`src/rtl/counter_access_pkg.sv`:
```
package counter_access_pkg;

    localparam int CTR_NUM   = 32;
    localparam int CTR_IDX_W = $clog2(CTR_NUM);

    typedef enum logic [1:0] {
        PRIV_USER  = 2'd0,
        PRIV_SUPER = 2'd1,
        PRIV_RSVD  = 2'd2,
        PRIV_MACH  = 2'd3
    } priv_e;

    typedef struct packed {
        logic                 hit;    // address lies in a counter window
        logic                 upper;  // high-half window
        logic [CTR_IDX_W-1:0] idx;    // enable bit index
    } ctr_sel_t;

    typedef struct packed {
        logic mode_ok;
        logic virt_ok;
        logic width_ok;
        logic illegal;
    } gate_t;

endpackage

```
`src/rtl/counter_addr_decode.sv`:
```
module counter_addr_decode
    import counter_access_pkg::*;
#(
    parameter int          ADDR_W  = 12,
    parameter logic [11:0] LO_BASE = 12'hC00,
    parameter logic [11:0] HI_BASE = 12'hC80
) (
    input  logic [ADDR_W-1:0] addr_i,
    output ctr_sel_t          sel_o
);
    localparam int TAG_W = ADDR_W - CTR_IDX_W;

    logic lo_hit, hi_hit;

    always_comb begin
        lo_hit = (addr_i[ADDR_W-1:CTR_IDX_W] == LO_BASE[ADDR_W-1:CTR_IDX_W]);
        hi_hit = (addr_i[ADDR_W-1:CTR_IDX_W] == HI_BASE[ADDR_W-1:CTR_IDX_W]);
        sel_o.hit   = lo_hit | hi_hit;
        sel_o.upper = hi_hit;
        sel_o.idx   = addr_i[CTR_IDX_W-1:0];
    end

    // TAG_W kept for readability of the window width
    initial begin
        assert (TAG_W > 0) else $error("address narrower than counter index");
    end
endmodule

```
`src/rtl/counter_enable_pick.sv`:
```
module counter_enable_pick
    import counter_access_pkg::*;
#(
    parameter int NUM = CTR_NUM,
    localparam int IW = $clog2(NUM)
) (
    input  logic [NUM-1:0] mask_i,
    input  logic [IW-1:0]  idx_i,
    output logic           bit_o
);
    always_comb bit_o = mask_i[idx_i];
endmodule

```
`src/rtl/counter_csr_gate.sv`:
```
module counter_csr_gate
    import counter_access_pkg::*;
#(
    parameter int ADDR_W = 12,
    parameter int NUM    = CTR_NUM
) (
    input  logic [ADDR_W-1:0] csr_addr_i,
    input  logic [1:0]        priv_i,
    input  logic              rv32_i,
    input  logic              virt_i,
    input  logic [NUM-1:0]    mcnt_en_i,
    input  logic [NUM-1:0]    scnt_en_i,
    input  logic [NUM-1:0]    hcnt_en_i,
    output logic              illegal_o
);
    localparam int NMASK = 3;   // 0 machine, 1 supervisor, 2 hypervisor

    ctr_sel_t                   sel;
    logic [NMASK-1:0][NUM-1:0]  masks;
    logic [NMASK-1:0]           en_bit;
    gate_t                      gate_d;
    priv_e                      priv;

    assign masks = {hcnt_en_i, scnt_en_i, mcnt_en_i};
    assign priv  = priv_e'(priv_i);

    counter_addr_decode #(.ADDR_W(ADDR_W)) u_dec (
        .addr_i (csr_addr_i),
        .sel_o  (sel)
    );

    for (genvar g = 0; g < NMASK; g++) begin : g_pick
        counter_enable_pick #(.NUM(NUM)) u_pick (
            .mask_i (masks[g]),
            .idx_i  (sel.idx),
            .bit_o  (en_bit[g])
        );
    end

    always_comb begin
        gate_d = '0;
        unique case (priv)
            PRIV_MACH:  gate_d.mode_ok = 1'b1;
            PRIV_USER:  gate_d.mode_ok = en_bit[0] & en_bit[1];
            default:    gate_d.mode_ok = en_bit[0];   // supervisor and reserved
        endcase
        gate_d.virt_ok  = !(virt_i && priv != PRIV_MACH) || en_bit[2];
        gate_d.width_ok = !sel.upper || rv32_i;
        gate_d.illegal  = sel.hit &
                          !(gate_d.width_ok & gate_d.mode_ok & gate_d.virt_ok);
    end

    assign illegal_o = gate_d.illegal;

    // Assertions next to the gating logic
    always_comb begin
        // outside both windows nothing is flagged
        a_r1_outside_clean: assert (
            (csr_addr_i[ADDR_W-1:5] != 7'h60 && csr_addr_i[ADDR_W-1:5] != 7'h64)
            -> !illegal_o);
        // high halves rejected in 64-bit mode
        a_r4_rv64_upper: assert (
            (csr_addr_i[ADDR_W-1:5] == 7'h64 && !rv32_i) -> illegal_o);
        // machine mode passes every low-half counter
        a_r5_mach_lower_ok: assert (
            (csr_addr_i[ADDR_W-1:5] == 7'h60 && priv_i == 2'b11) -> !illegal_o);
        // a permitted user read had its supervisor bit set
        a_r7_user_scnt: assert (
            (csr_addr_i[ADDR_W-1:5] == 7'h60 && priv_i == 2'b00 && !illegal_o)
            -> scnt_en_i[csr_addr_i[4:0]]);
        // a permitted guest read below machine had its hypervisor bit set
        a_r9_virt_hcnt: assert (
            (csr_addr_i[ADDR_W-1:5] == 7'h60 && virt_i && priv_i != 2'b11 && !illegal_o)
            -> hcnt_en_i[csr_addr_i[4:0]]);
    end
endmodule

```
`config.mk`:
```
export PLATFORM = sky130hd
export DESIGN_NAME = counter_csr_gate
export DESIGN_NICKNAME = d
export VERILOG_FILES = /design/src/rtl/counter_access_pkg.sv /design/src/rtl/counter_addr_decode.sv /design/src/rtl/counter_enable_pick.sv /design/src/rtl/counter_csr_gate.sv
export SDC_FILE = /design/constraint.sdc
export NUM_CORES = 1
export LEC_CHECK = 0
export CAP_MARGIN = 20
export CORE_MARGIN = 2
export CORE_UTILIZATION = 28
export DETAILED_ROUTE_END_ITERATION = 8
export GPL_TIMING_DRIVEN = 0
export PLACE_DENSITY = 0.85
export SETUP_SLACK_MARGIN = 0.15
export SLEW_MARGIN = 20
export SYNTH_ARGS = -nofsm -noshare
export SYNTH_HDL_FRONTEND = slang
export SYNTH_SLANG_ARGS = --single-unit
```
`constraint.sdc`:
```
create_clock -name vclk -period 2.8
set_input_delay 0.56 -clock vclk [all_inputs]
set_output_delay 0.56 -clock vclk [all_outputs]
set_load 0.1 [all_outputs]
```
==> run metrics, run 1 <==
largest net degree at the start of global routing 11; Synth Area in Simple Gates 0.1340; DIE HEIGHT 61.74 um; CP Max Fanout 5; Syn Nets 209; WL per Instance 17.13 um; slowest library cell on the worst path mux4_2; Synth Area in XOR/XNOR 0; Mapped Area 933.4 um^2; Hold-fix buffers, CTS 0; Final Hold Viols 0; fin area 2146 um^2; Iter 0 DRT Violations 41; Yosys Warn Count 0; Final HPWL DP 3513 um; critical path's top delay family multiplexers; setup_tns -94.36 ps; fraction of synthesized area in multiplexers 0.6126; worst rel slew slack 0.7731; critical path type in -> out; Synth Instances 95; IO Port Bufs 110; status finished, violations left; largest family of logic cells by synthesized area multiplexers; Worst Max-Slew Pin Slew 340.4 ps; setup violators final 1; die area 3811 um^2; Ant. Diodes 0; setup ws final -94.36 ps; clkbuf count 0; total global routing track utilization 0.2277; WP data required 2240 ps; Post-DRT Antenna Nets 0; Final Cycle Share 1.034; vias in the first global route 1492; Final Max Tran Viols 0; Syn-to-layout area delta 129.9%; final weighted congestion in routability-driven placement 0.8433; FF/Latch Area 0 um^2; Max Clk Rate 0.3455 GHz; Initial DRT Pass Iterations 4; failing checks negative setup slack; sequential cell count 0; top-area cell type share of the netlist area 0.3137; total grt overflow 0; top cells by area, synth mux4_2 31%, mux2i_1 21%, mux4_1 8.4%; complex-gate fraction of the synthesized area 0.1595; Via density 5.368; DRC Markers 0; post-synth top area cell mux4_2; unrepaired setup endpoints after global routing yes; PwrDens 138.3 nW/um^2; Worst Path Arrival 2330 ps; Syn Area/Cell 9.825 um^2; Buf+Inv Stages, Crit Path 2; initial antenna violation count 0; post-synth cell types 25; via count 1358; IO Pins 113; Placed Area 2111 um^2; worst vdd ir 0.06510 mV; Starting Density 0.3008; Post-Synth Adder-Cell Area 0.02681; Rows 20; worst hold-check path type in -> out; crit-path cells buf_12, mux4_2, mux4_2, a211o_1, a21oi_4, buf_12; fill cell count 270; P_leak 0.9101 nW; # nets final 325; first-pass GRT wire length 6410 um; Die W 61.74 um; Post-Route WL 4334 um; max-cap viol count 0; layout cell share with drive strength beyond 1 0.2727; crit end category output port; crit start category input pin; Core Area 3103 um^2; crit-path max cell delay 490 ps; sequential area share after synthesis 0; fin crit period 2894 ps
==> layout make-up <==
type / count / area [um^2] / share of cell area
timing repair buffer: 114 / 1064 / 0.4956
multi-input combinational: 82 / 925.9 / 0.4315
buffer: 8 / 82.58 / 0.03848
tap: 44 / 55.05 / 0.02566
inverter: 5 / 18.77 / 0.008746
==> worst paths after layout <==
path | cells past startpoint | from | end
setup / recovery | 6 | csr_addr_i[0] | illegal_o
hold / removal | 4 | csr_addr_i[10] | illegal_o
==> metrics by stage <==
| stage | setup WS (ps) | utilization | power [mW] | hold WS, ps | std cells |
|---|---|---|---|---|---|
| CTS | -77.48 | 0.6875 | 0.2931 | 1869 | 253 |
| detailed placement | -1284 | 0.6802 | 0.2920 | 2651 | 249 |
| floorplan | -269.6 | - | 0.1173 | 1340 | 95 |
| global placement | -1267 | 0.6802 | 0.2860 | 2653 | 249 |
| global route | -122.6 | 0.6915 | 0.3165 | 1888 | 253 |
| finish | -94.36 | 0.6915 | 0.2969 | 1863 | 253 |
==> metal layers <==
metal / track usage / up-vias / wire (um)
met5: 0 / - / 0
met4: 0.06079 / 0 / 103
met3: 0.03934 / 8 / 465
met2: 0.4571 / 85 / 2264
met1: 0.2397 / 641 / 1501
li1: - / 624 / -
==> synthesized netlist by cell type (all sizes together) <==
cell type	number
mux2i	20
mux4	16
buf	6
nand2b	6
a22oi	5
inv	5
nand3	5
a21oi	4
nor2b	4
a31oi	3
nor2	3
a211oi	2
a221oi	2
clkbuf	2
ha	2
nand2	2
o2111ai	2
o21ai	2
a211o	1
and3	1
nand4	1
nor4	1
==> power breakdown <==
group | switching (mW) | internal [mW] | leakage, nW
Sequential | 0 | 0 | 0
Clock | 0 | 0 | 0
Combinational | 0.0950 | 0.202 | 0.910
Total | 0.0950 | 0.202 | 0.910
==> placed cells by master (no fill, tap or decap), types with 2 or more instances in the layout <==
cell type / n
clkdlybuf4s50_1: 64
dlygate4sd2_1: 25
mux2i_1: 19
mux4_2: 16
buf_2: 16
a22oi_1: 5
clkdlybuf4s15_1: 5
inv_1: 4
nor2b_1: 4
nand3_1: 4
buf_6: 3
nand2b_4: 3
nor2_1: 3
nand2b_1: 3
a21oi_1: 3
a31oi_1: 3
buf_12: 2
clkbuf_4: 2
a221oi_1: 2
a211oi_2: 2
o21ai_1: 2
o2111ai_2: 2
buf_4: 2
==> repair_timing <==
| action | CTS | global route |
|---|---|---|
| setup buffers | 3 | 0 |
| cloned | 1 | 0 |
| endpoints found under the setup margin | 1 | 1 |
| pin swaps | 13 | 4 |
| gates resized for setup | 110 | 5 |
==> logic make-up (layout without fill, tap and decap cells) <==
logic type                 after synthesis  count (layout)
buffers and inverters                   13             127
adders and majority gates                2               2
and+or+nand+nor                         23              23
AOI/OAI and AO/OA                       21              21
muxes                                   36              36
No activity file was read; power rests on OpenSTA's default activity.
==> run 2: changes to the inputs <==
--- a/config.mk
+++ b/config.mk
@@ -6,7 +6,6 @@
 export NUM_CORES = 1
 export LEC_CHECK = 0
 export CAP_MARGIN = 20
-export CORE_MARGIN = 2
 export CORE_UTILIZATION = 28
 export DETAILED_ROUTE_END_ITERATION = 8
 export GPL_TIMING_DRIVEN = 0
==> run 2 against run 1 <==
Effect of this change:
- the run still ends with negative setup slack left
- sequential share of layout area did not move
- global-route usage rose by 0.62 points
- combinational power barely moved
- critical path type unchanged
- highest routed layer unchanged
- setup slack improved by 47 ps
- non-clock buffer count rose by 1
- final cell count rose by 0.40%
==> run metrics, run 2 (synthesis gave the netlist of run 1 again) <==
Final Max Tran Viols 0 (unchanged); fin area 2140 um^2 (was 2146 um^2); Final HPWL DP 3491 um (was 3513 um); status finished, violations left (unchanged); setup violators final 1 (unchanged); IO Pins 113 (unchanged); Post-Route WL 4151 um (was 4334 um); crit end category output port (unchanged); IO Port Bufs 110 (unchanged); initial antenna violation count 0 (unchanged); worst hold-check path type in -> out (unchanged); worst vdd ir 0.06042 mV (was 0.06510 mV); Final Cycle Share 1.017 (was 1.034); fin crit period 2847 ps (was 2894 ps); Ant. Diodes 0 (unchanged); WP data required 2240 ps (about the same); CP Max Fanout 1 (was 5); sequential cell count 0 (unchanged); total global routing track utilization 0.2340 (was 0.2277); Final Hold Viols 0 (unchanged); Via density 5.189 (was 5.368); Core Area 3103 um^2 (unchanged); unrepaired setup endpoints after global routing yes (unchanged); Placed Area 2111 um^2 (unchanged); clkbuf count 0 (unchanged); max-cap viol count 0 (unchanged); final weighted congestion in routability-driven placement 0.9182 (was 0.8433); worst rel slew slack 0.7549 (was 0.7731); crit path from scnt_en_i[11] (was csr_addr_i[0]); commonest non-fill, non-tap cell in the layout clkdlybuf4s50_1 (unchanged); fin cells 254 (was 253); vias in the first global route 1454 (was 1492); PwrDens 138.8 nW/um^2 (was 138.3 nW/um^2); FF/Latch Area 0 um^2 (unchanged); commonest cells after routing, fill and taps aside 62 x clkdlybuf4s50_1, 27 x dlygate4sd2_1, 20 x buf_2, 20 x mux2i_1, 16 x mux4_2 (was 64 x clkdlybuf4s50_1, 25 x dlygate4sd2_1, 19 x mux2i_1, 16 x mux4_2, 16 x buf_2); Rows 20 (unchanged); P_leak 0.9205 nW (was 0.9101 nW); Syn-to-layout area delta 129.2% (was 129.9%); critical path type in -> out (unchanged); WL per Instance 16.34 um (was 17.13 um); via count 1318 (was 1358); Initial DRT Pass Iterations 4 (unchanged); Worst Max-Slew Pin Slew 367.6 ps (was 340.4 ps); crit start category input pin (unchanged); die area 3568 um^2 (was 3811 um^2); fill cell count 275 (was 270); hold wc startpoint csr_addr_i[10] (unchanged); failing checks negative setup slack (unchanged); total grt overflow 0 (unchanged); # nets final 326 (was 325); final hold slack 1871 ps (was 1863 ps); setup ws final -47.13 ps (was -94.36 ps); Iter 0 DRT Violations 51 (was 41); Die W 59.74 um (was 61.74 um); DIE HEIGHT 59.74 um (was 61.74 um); Worst Path Arrival 2290 ps (was 2330 ps); Starting Density 0.3008 (unchanged); Max Clk Rate 0.3512 GHz (was 0.3455 GHz); largest net degree at the start of global routing 11 (unchanged); DRC Markers 0 (unchanged); Post-DRT Antenna Nets 0 (unchanged); Inst Count DP 249 (unchanged); first-pass GRT wire length 6368 um (was 6410 um); layout cell share with drive strength beyond 1 0.3000 (was 0.2727)
-- run 2: changes by cell type in the layout (fill, tap and decap cells not counted), moves of 2 or more --
cell             change
dlygate4sd2_1        +2
buf_4                +3
buf_2                +4
clkdlybuf4s50_1      -2
clkdlybuf4s15_1      -4
buf_6                -2
-- run 2: report_power, final --
| group | switching [mW] | internal [mW] |
|---|---|---|
| Sequential | 0 | 0 |
| Combinational | 0.0944 | 0.203 |
| Clock | 0 | 0 |
-- run 2: routing by layer --
metal	global-route usage	wire (um)	vias to the layer above
li1	-	-	623
met1	0.2578	1536	617
met2	0.4762	2260	74
met3	0.03247	320	4
met4	0.02658	34	0
met5	0	0	-
-- run 2: area by class of cell --
cell class | instances | area [um^2] | area share
plain buffers | 8 | 91.34 | 0.04269
well taps | 44 | 55.05 | 0.02573
inverters | 5 | 18.77 | 0.008772
multi-input cells | 82 | 929.6 | 0.4345
repair buffers | 115 | 1045 | 0.4883
-- run 2: worst paths after layout --
check             cells after the start        end  slack [ps]
setup / recovery                      8  illegal_o         -50
hold / removal                        4  illegal_o        1870
-- run 2: stage by stage --
stage,power (mW),setup slack [ps],util,TNS (ps)
floorplan,0.1173,-269.6,-,-269.6
finish,0.2969,-47.13,0.6895,-47.13
detailed placement,0.2936,-1281,0.6802,-1281
CTS,0.2915,-51.46,0.6786,-51.46
global route,0.3156,-57.52,0.6895,-57.52
global placement,0.2874,-1274,0.6802,-1274
-- run 2: worst max-delay path: stages --
cell	delay [ps]
clkdlybuf4s15_1	160
mux4_2	430
nand2b_4	140
a31oi_1	200
a31oi_1	100
a211o_1	350
a21oi_4	150
buf_12	190
-- run 2: what timing repair did --
| action | in CTS | in global routing |
|---|---|---|
| hold buffers | 0 | 0 |
| buffers inserted | 2 | 2 |
| pin swaps | 13 | 3 |
| gates resized for setup | 117 | 6 |
| cloned | 1 | 0 |
| endpoints found under the setup margin | 1 | 1 |
